==> config.mk <==
export PLATFORM = sky130hd
export DESIGN_NAME = sep_allocator
export DESIGN_NICKNAME = d
export VERILOG_FILES = /design/src/rtl/alloc_pkg.sv /design/src/rtl/rr_pick.sv /design/src/rtl/rr_state.sv /design/src/rtl/sep_allocator.sv
export SDC_FILE = /design/constraint.sdc
export NUM_CORES = 1
export LEC_CHECK = 0
export ABC_AREA = 1
export BUFFER_PORTS_ARGS = -buffer_cell sky130_fd_sc_hd__buf_4
export CAP_MARGIN = 20
export CORE_UTILIZATION = 30
export CTS_CLUSTER_SIZE = 20
export DETAILED_ROUTE_END_ITERATION = 7
export GPL_ROUTABILITY_DRIVEN = 0
export PLACE_DENSITY = 0.53
export SETUP_SLACK_MARGIN = 0.3
export SYNTH_ARGS = -nofsm -noshare
export SYNTH_HDL_FRONTEND = slang
export SYNTH_SLANG_ARGS = --single-unit
==> constraint.sdc <==
create_clock -name clk -period 3 [get_ports clk]
set_input_delay 0.15 -clock clk [delete_from_list [all_inputs] [get_ports clk]]
set_output_delay 0.15 -clock clk [all_outputs]
set_load 0.02 [all_outputs]
==> src/rtl/alloc_pkg.sv <==
package alloc_pkg;

    // Circular successor of an index in a ring of n entries
    function automatic int rr_next(input int idx, input int n);
        return (idx + 1 >= n) ? 0 : idx + 1;
    endfunction

endpackage

==> src/rtl/rr_pick.sv <==
// Combinational round-robin pick: first requesting input at or after ptr
module rr_pick #(
    parameter int N  = 4,
    parameter int PW = (N > 1) ? $clog2(N) : 1
) (
    input  logic [N-1:0]  req,
    input  logic [PW-1:0] ptr,
    output logic [N-1:0]  gnt,
    output logic [PW-1:0] idx
);

    always_comb begin
        logic found;
        int   p;
        gnt   = '0;
        idx   = '0;
        found = 1'b0;
        for (int k = 0; k < N; k++) begin
            p = int'(ptr) + k;
            if (p >= N) p = p - N;
            if (!found && req[p]) begin
                found  = 1'b1;
                gnt[p] = 1'b1;
                idx    = PW'(p);
            end
        end
    end

endmodule

==> src/rtl/rr_state.sv <==
// Registered priority pointer of one round-robin arbiter
module rr_state #(
    parameter int N  = 4,
    parameter int PW = (N > 1) ? $clog2(N) : 1
) (
    input  logic          clk,
    input  logic          rst_n,
    input  logic          upd,
    input  logic [PW-1:0] win_idx,
    output logic [PW-1:0] ptr_o
);

    typedef struct packed {
        logic [PW-1:0] ptr;
    } st_t;

    st_t st_d, st_q;

    always_comb begin
        st_d = st_q;
        if (upd) begin
            st_d.ptr = PW'(alloc_pkg::rr_next(int'(win_idx), N));
        end
    end

    always_ff @(posedge clk or negedge rst_n) begin
        if (!rst_n) st_q <= '0;
        else        st_q <= st_d;
    end

    assign ptr_o = st_q.ptr;

    AST_PTR_HOLD:  assert property (@(posedge clk) disable iff (!rst_n)
                       !upd |=> $stable(ptr_o));
    AST_PTR_RANGE: assert property (@(posedge clk) disable iff (!rst_n)
                       int'(ptr_o) < N);

endmodule

==> src/rtl/sep_allocator.sv <==
module sep_allocator #(
    parameter int NUM_REQ = 3,
    parameter int NUM_RES = 4
) (
    input  logic                       clk,
    input  logic                       rst_n,
    input  logic [NUM_REQ*NUM_RES-1:0] req_i,
    output logic [NUM_REQ*NUM_RES-1:0] gnt_o
);

    localparam int RPW = (NUM_REQ > 1) ? $clog2(NUM_REQ) : 1;
    localparam int MPW = (NUM_RES > 1) ? $clog2(NUM_RES) : 1;

    // First pass: one arbiter per resource, over requesters
    logic [NUM_REQ-1:0] col_req  [NUM_RES];
    logic [NUM_REQ-1:0] col_win  [NUM_RES];
    logic [RPW-1:0]     col_idx  [NUM_RES];
    logic [RPW-1:0]     col_ptr  [NUM_RES];
    logic [NUM_REQ-1:0] fin_col  [NUM_RES];
    logic               col_upd  [NUM_RES];

    // Second pass: one arbiter per requester, over won resources
    logic [NUM_RES-1:0] row_req  [NUM_REQ];
    logic [NUM_RES-1:0] row_gnt  [NUM_REQ];
    logic [MPW-1:0]     row_idx  [NUM_REQ];
    logic [MPW-1:0]     row_ptr  [NUM_REQ];

    always_comb begin
        for (int j = 0; j < NUM_RES; j++) begin
            for (int i = 0; i < NUM_REQ; i++) begin
                col_req[j][i] = req_i[i*NUM_RES + j];
            end
        end
    end

    generate
        for (genvar j = 0; j < NUM_RES; j++) begin : g_res
            rr_pick #(.N(NUM_REQ), .PW(RPW)) u_pick (
                .req (col_req[j]),
                .ptr (col_ptr[j]),
                .gnt (col_win[j]),
                .idx (col_idx[j])
            );
            rr_state #(.N(NUM_REQ), .PW(RPW)) u_ptr (
                .clk     (clk),
                .rst_n   (rst_n),
                .upd     (col_upd[j]),
                .win_idx (col_idx[j]),
                .ptr_o   (col_ptr[j])
            );
        end
    endgenerate

    always_comb begin
        for (int i = 0; i < NUM_REQ; i++) begin
            for (int j = 0; j < NUM_RES; j++) begin
                row_req[i][j] = col_win[j][i];
            end
        end
    end

    generate
        for (genvar i = 0; i < NUM_REQ; i++) begin : g_req
            rr_pick #(.N(NUM_RES), .PW(MPW)) u_pick (
                .req (row_req[i]),
                .ptr (row_ptr[i]),
                .gnt (row_gnt[i]),
                .idx (row_idx[i])
            );
            rr_state #(.N(NUM_RES), .PW(MPW)) u_ptr (
                .clk     (clk),
                .rst_n   (rst_n),
                .upd     (|row_gnt[i]),
                .win_idx (row_idx[i]),
                .ptr_o   (row_ptr[i])
            );
        end
    endgenerate

    // Final grants; a first-pass pointer commits only for surviving picks
    always_comb begin
        for (int i = 0; i < NUM_REQ; i++) begin
            for (int j = 0; j < NUM_RES; j++) begin
                gnt_o[i*NUM_RES + j] = row_gnt[i][j];
                fin_col[j][i]        = row_gnt[i][j];
            end
        end
        for (int j = 0; j < NUM_RES; j++) begin
            col_upd[j] = |fin_col[j];
        end
    end

    AST_GNT_SUBSET: assert property (@(posedge clk) disable iff (!rst_n)
                        (gnt_o & ~req_i) == '0);
    AST_IDLE_QUIET: assert property (@(posedge clk) disable iff (!rst_n)
                        (req_i == '0) |-> (gnt_o == '0));

    generate
        for (genvar i = 0; i < NUM_REQ; i++) begin : g_row_chk
            AST_ROW_ONEHOT: assert property (@(posedge clk) disable iff (!rst_n)
                                $onehot0(row_gnt[i]));
        end
        for (genvar j = 0; j < NUM_RES; j++) begin : g_col_chk
            AST_COL_ONEHOT: assert property (@(posedge clk) disable iff (!rst_n)
                                $onehot0(fin_col[j]));
            AST_COL_ADVANCE: assert property (@(posedge clk) disable iff (!rst_n)
                                (fin_col[j] != '0) |=>
                                (int'(col_ptr[j]) ==
                                 alloc_pkg::rr_next(int'($past(col_idx[j])), NUM_REQ)));
        end
    endgenerate

endmodule

Word-level counts from Yosys, hierarchy flattened

Cells that the tools add are included.

Register bits: 14
Bits in latches: 0
Memory bits (writable): 0
Bits in read-only memories: 0
Memories kept: 0

Add/sub/neg operators: 48
Multiply operators: 0
Div/mod/pow operators: 0
Order comparisons: 79
Equality and inequality tests: 0
Shift-type cells: 0
Multiplexer cells: 216
Bitwise logic cells: 17
Reductions and logical operators: 65

Operators by type and width:

| kind                  | count |
|---|---|
| $ge 32x1->1 const B   | 24 |
| $lt 32x4->1 const B   | 24 |
| $mux 32               | 24 |
| $ge 32x4->1 const B   | 9 |
| $sub 32x4->32 const B | 9 |
| $ge 32x3->1 const B   | 8 |
| $sub 32x3->32 const B | 8 |
| $mux 1                | 89 |
| $mux 2                | 31 |
| $bmux 1 s2            | 24 |
| $demux 1 s2           | 24 |
| $mux 4                | 12 |
| $add 2x1->3 const B   | 14 |
| $logic_and 1x1->1     | 41 |
| $mux 3                | 12 |
| $or 4x4->4            | 9 |
| $add 2x2->3 const B   | 10 |
| $or 3x3->3            | 8 |
| $logic_not 1->1       | 17 |
| $ge 3x2->1 const B    | 4 |
| $reduce_or 3->1       | 4 |
| $reduce_or 4->1       | 3 |
| $sub 2x2->3 const B   | 4 |
| $sub 2x3->4 const B   | 3 |
| 3 further kinds       | 10 |

Logic depth before layout (Yosys ltp)

Depth after elaboration: 28
Mapped depth: 23
Mapped depth without buffers: 23

Hierarchy

A second synthesis with hierarchy kept.

Cells, all modules: 601
Area total of the unflattened synthesis: 3505.9 um^2

Modules (own cells, without submodules):

| module                         | instances | cells each | area an instance (um^2) | seq. area each (um^2) |
|---|---|---|---|---|
| rr_pick at g_req[0].u_pick ... | 3         | 85         | 514.2                   | 0.0 |
| rr_pick at g_res[0].u_pick ... | 4         | 62         | 316.6                   | 0.0 |
| rr_state at g_res[0].u_ptr ... | 4         | 11         | 85.1                    | 50.0 |
| rr_state at g_req[0].u_ptr ... | 3         | 11         | 92.6                    | 50.0 |
| sep_allocator                  | 1         | 21         | 78.8                    | 0.0 |

Worst setup path before layout

Ideal clock, no wire load.

Path type: register to register
Start: reg g_res[2].u_ptr.st_q (netlist bit g_res[2].u_ptr.ptr_o[0])
End: reg g_req[0].u_ptr.st_q (netlist bit g_req[0].u_ptr.ptr_o[1])
Arrival time: 2.394 ns
Data required time: 2.883 ns
Slack: 0.488 ns
Stages on the path, launching flop included: 20
Path buffers: 0
Period minus slack after synthesis: 2.512 ns
Cells stage by stage: dfrtp_1 > inv_1 > ha_1 > inv_1 > nand2_1 > nand3_1 > nand2_2 > nand3_1 > nand2_1 > inv_1 > nand3_1 > nand3_1 > o21ai_4 > nor2_4 > nand2_1 > o22ai_1 > inv_1 > ha_1 > nand2_1 > nand2_1

Cells in the longest elaborated chain, start to end: 28
Elaborated cells on any way between the ends: 82
Classes of those cells: add/sub (6); order compare (10); mux (47); bitwise (5); reduce/logical (14)

RTL lines:

| element                                                | line           | RTL |
|---|---|---|
| start, declared                                        | rr_state.sv:17 | `st_t st_d, st_q;` |
| start signal, assigned                                 | rr_state.sv:28 | `else st_q <= st_d;` |
| branches (longest 11 deep; another with $sub 32x3->32) | --             |  |
| $mux 3 *                                               | rr_pick.sv:21  | `if (!found && req[p]) begin` |
| $bmux 1 s2                                             | rr_pick.sv:21  |  |
| $mux 1 (implied by the code) (2 in series)             | rr_pick.sv:21  |  |
| $mux 1                                                 | rr_pick.sv:21  |  |
| $logic_not 1->1                                        | rr_pick.sv:21  |  |
| $logic_and 1x1->1                                      | rr_pick.sv:21  |  |
| $mux 1                                                 | rr_pick.sv:21  |  |
| $logic_not 1->1                                        | rr_pick.sv:21  |  |
| $logic_and 1x1->1                                      | rr_pick.sv:21  |  |
| $mux 1                                                 | rr_pick.sv:21  |  |
| $logic_not 1->1                                        | rr_pick.sv:21  |  |
| $logic_and 1x1->1                                      | rr_pick.sv:21  |  |
| $mux 2                                                 | rr_pick.sv:21  |  |
| $add 2x1->3                                            | alloc_pkg.sv:5 | `return (idx + 1 >= n) ? 0 : idx + 1;` |
| $ge 3x3->1                                             | alloc_pkg.sv:5 |  |
| $mux 2                                                 | alloc_pkg.sv:5 |  |
| end signal, assigned                                   | rr_state.sv:28 |  |
| end, declared                                          | rr_state.sv:17 |  |

Mark *: on every way between the ends. The select of a mux whose other input is x is not followed.
A chain may end at the register's enable or synchronous reset.

Worst setup path in the final report

Start: reg g_res[1].u_ptr.st_q (netlist bit g_res[1].u_ptr.ptr_o[1])
End: out gnt_o[1]

Cells in the longest elaborated chain, start to end: 25
Elaborated cells on any way between the ends: 74
Classes of those cells: add/sub (5); order compare (9); mux (42); bitwise (5); reduce/logical (13)

RTL lines:

| element                                                | line               | RTL |
|---|---|---|
| start, declared                                        | rr_state.sv:17     |  |
| start signal, assigned                                 | rr_state.sv:28     |  |
| branches (longest 11 deep; another with $sub 32x3->32) | --                 |  |
| $mux 3 *                                               | rr_pick.sv:21      |  |
| $bmux 1 s2                                             | rr_pick.sv:21      |  |
| $mux 1 (implied by the code) (2 in series)             | rr_pick.sv:21      |  |
| $mux 1                                                 | rr_pick.sv:21      |  |
| $logic_not 1->1                                        | rr_pick.sv:21      |  |
| $logic_and 1x1->1                                      | rr_pick.sv:21      |  |
| $mux 1                                                 | rr_pick.sv:21      |  |
| $logic_not 1->1                                        | rr_pick.sv:21      |  |
| $logic_and 1x1->1                                      | rr_pick.sv:21      |  |
| $mux 1                                                 | rr_pick.sv:21      |  |
| $logic_not 1->1                                        | rr_pick.sv:21      |  |
| $logic_and 1x1->1                                      | rr_pick.sv:21      |  |
| $mux 4 *                                               | rr_pick.sv:21      |  |
| end, declared                                          | sep_allocator.sv:8 | `output logic [NUM_REQ*NUM_RES-1:0] gnt_o` |

Marks and branches as above.

==> impl_metrics.tcl <==
set metrics [dict create \
    critical_path_class "register to output pin" \
    clock_sinks 14 \
    finalCritPeriodShare_pct 91.0 \
    rsz0062_at_grt "true" \
    max_stage_delay_ps 410 \
    synth_most_common_cell "nand2_1" \
    yosys.area.top_type_share_pct 24.8 \
    cts_tree "done" \
    synth_edf_count 0 \
    skew_ps 5.51 \
    drt_iter0_markers 189 \
    end_kind "output pin" \
    maxSlewViolCount 0 \
    synthTopCellsByArea "nand2_1 25%, nand3_1 20%, ha_1 14%" \
    synth_flop_cell "dfrtp_1" \
    max-cap-violations 0 \
    routedWlPerCell_microns 12.9 \
    via_count 3789 \
    io_buffers 25 \
    die_y_microns 106 \
    path_max_fanout 5 \
    cp_top_family "simple AND/OR/NAND/NOR gates" \
    firstDrtPassIters 4 \
    synth_common_cells "213 x nand2_1, 128 x nand3_1, 66 x inv_1, 37 x ha_1, 17 x nand2_2" \
    avgViaCountPerCell 4.95 \
    grt_pass1_wl_microns 15900 \
    drive_above_1_share_pct 39.3 \
    worst_pin_slew_ps 585 \
    ys_seq_area_share_pct 10.9 \
    track_usage_pct 17.2 \
    final_antenna_net_count 0 \
    worst_path_max_delay_cell "dfrtp_1" \
    core-area_sq_um 10400 \
    path_cells "buf_6 -> ha_4 -> inv_4 -> nand2_2 -> nand3_2 -> nand2_4 -> nor2_4 -> nand3_2 -> nand3_1 -> nand2_1 -> nand2_1 -> nand2_1 -> nor2_4 -> nand3_1 -> nand3_4 -> buf_6" \
    async_flop_share_pct 100 \
    crit_buf_inv 3 \
    syn-num-nets 615 \
    cp_common_cell "nand2_1" \
    status "completed" \
    grt_max_degree 15 \
    timing.fmax_mhz 366 \
    syn_inst 564 \
    root_buffer "clkbuf_8" \
    dieArea_sq_um 11100 \
    arrival_ps 2580 \
    crit_required_ps 2850 \
    start_util_pct 31.0 \
    critical_path.startpoint_type "register" \
    cts_buffers 3 \
    fin_setup_tns_ps 0 \
    insertion_delay_ps 260 \
    holdCritPathClass "input port to asynchronous set/reset pin" \
    num_rows 37 \
    syn_area_sq_um 3220 \
    io_pins 26 \
    hpwl_microns 7160 \
    cts_buffer_depth 2 \
    ys_ff_latch 14 \
    drc_errors 0 \
    grt_pass1_vias 3565 \
    clkSlewWorstSetupHoldPaths_ps 80 \
    ys.warnings.count 0 \
    antenna_found_initial 0 \
    gr-total-overflow 0 \
    antennaDiodeCount 0 \
    die_width_microns 106 \
    fin_nets 682 \
    yosysTopAreaCell "nand2_1" \
    avgSynthCellArea_sq_um 5.71 \
    syn2layout_area_growth_pct 40.3 \
    wl_microns 9890 \
    setup_viol 0 \
    layout_min_cycle_time_ps 2730 \
    fillers 1080 \
    maxSlewHeadroom_pct 60.5 \
    cts.htree.levels 1 \
    hold_viol_final 0 \
    synth_cell_types 25 \
]
## placed cells by master (no fill, tap or decap), types with 3 or more instances in the layout
cell type / Yosys / routed
inv_2: 12 / 26
nand2_2: 17 / 29
nor2_1: 12 / 5
nand3_2: 15 / 56
inv_4: 0 / 3
nand2_4: 3 / 14
nand2_1: 213 / 191
nor2_4: 6 / 15
dfrtp_2: 0 / 3
nand4_1: 5 / 5
a21oi_1: 5 / 4
ha_2: 0 / 5
buf_6: 0 / 7
ha_4: 0 / 8
o311ai_0: 3 / 3
nand3_1: 128 / 82
ha_1: 37 / 24
o21ai_0: 5 / 4
o21ai_2: 2 / 5
nor2_2: 10 / 9
inv_1: 66 / 49
clkbuf_8: 0 / 3
dfrtp_1: 14 / 11
buf_4: 0 / 55
nand3_4: 0 / 5
## metal layers
layer	vias to the layer above	GRT usage, %	part of all wire [%]
met1	1781	22.3	47
li1	1953	-	-
met2	50	30.3	50
met3	5	2.23	2.9
met4	0	3.47	0.60
met5	-	0	0
## registers in the layout (all words and copies together) (netlist names)
register           count
g_res.u_ptr.ptr_o      8
g_req.u_ptr.ptr_o      6
## cells by family (layout without fill, tap and decap cells)
logic type	Yosys count	count (layout)	share of synthesized area [%]
buffers and inverters	81	144	9.45
and+or+nand+nor	412	414	61.2
DFF	14	14	10.9
adders and majority gates	37	37	14.4
AOI/OAI and AO/OA	20	20	4.12
## area by class of cell
class / count / area, sq um / area share (%)
multi-input cells: 471 / 3150 / 69.7
inverters: 78 / 300 / 6.65
flip-flops and latches: 14 / 354 / 7.84
repair buffers: 63 / 502 / 11.1
well taps: 136 / 170 / 3.77
clock buffers: 3 / 41.3 / 0.915
## repair_timing
action	in CTS	in global routing
hold buffers	1	0
pin swaps	15	44
cloned	1	1
endpoints found under the hold margin	14	0
resized for setup	44	109
setup buffers	11	18
endpoints found under the setup margin	26	26
## final timing paths
kind / start / to / slack [ps] / depth (start not counted)
min: rst_n / g_req[2].u_ptr.ptr_o[0] / 280 / 2
max in group asynchronous: rst_n / g_res[2].u_ptr.ptr_o[0] / 2510 / 2
min in group clk: req_i[10] / g_res[2].u_ptr.ptr_o[0] / 420 / 8
max reg2reg: g_res[0].u_ptr.ptr_o[0] / g_req[0].u_ptr.ptr_o[1] / 330 / 18
max: g_res[1].u_ptr.ptr_o[1] / gnt_o[1] / 270 / 16
min reg2reg: g_res[1].u_ptr.ptr_o[1] / g_res[1].u_ptr.ptr_o[1] / 580 / 2
## metrics by stage
step | util, % | worst slack [ps] | std cells | area [sq um] | hold slack [ps]
floorplan | - | 488 | 564 | 3220 | -146
global placement | 35.0 | 163 | 730 | 3620 | 33.6
detailed placement | 35.0 | 145 | 730 | 3620 | 32.2
CTS | 38.4 | 264 | 746 | 3980 | 289
global route | 43.5 | 107 | 765 | 4510 | 306
finish | 43.5 | 270 | 765 | 4510 | 281
Power is not shown: default switching activity piles up to over one toggle a cycle in this logic, so the estimate is an artifact.
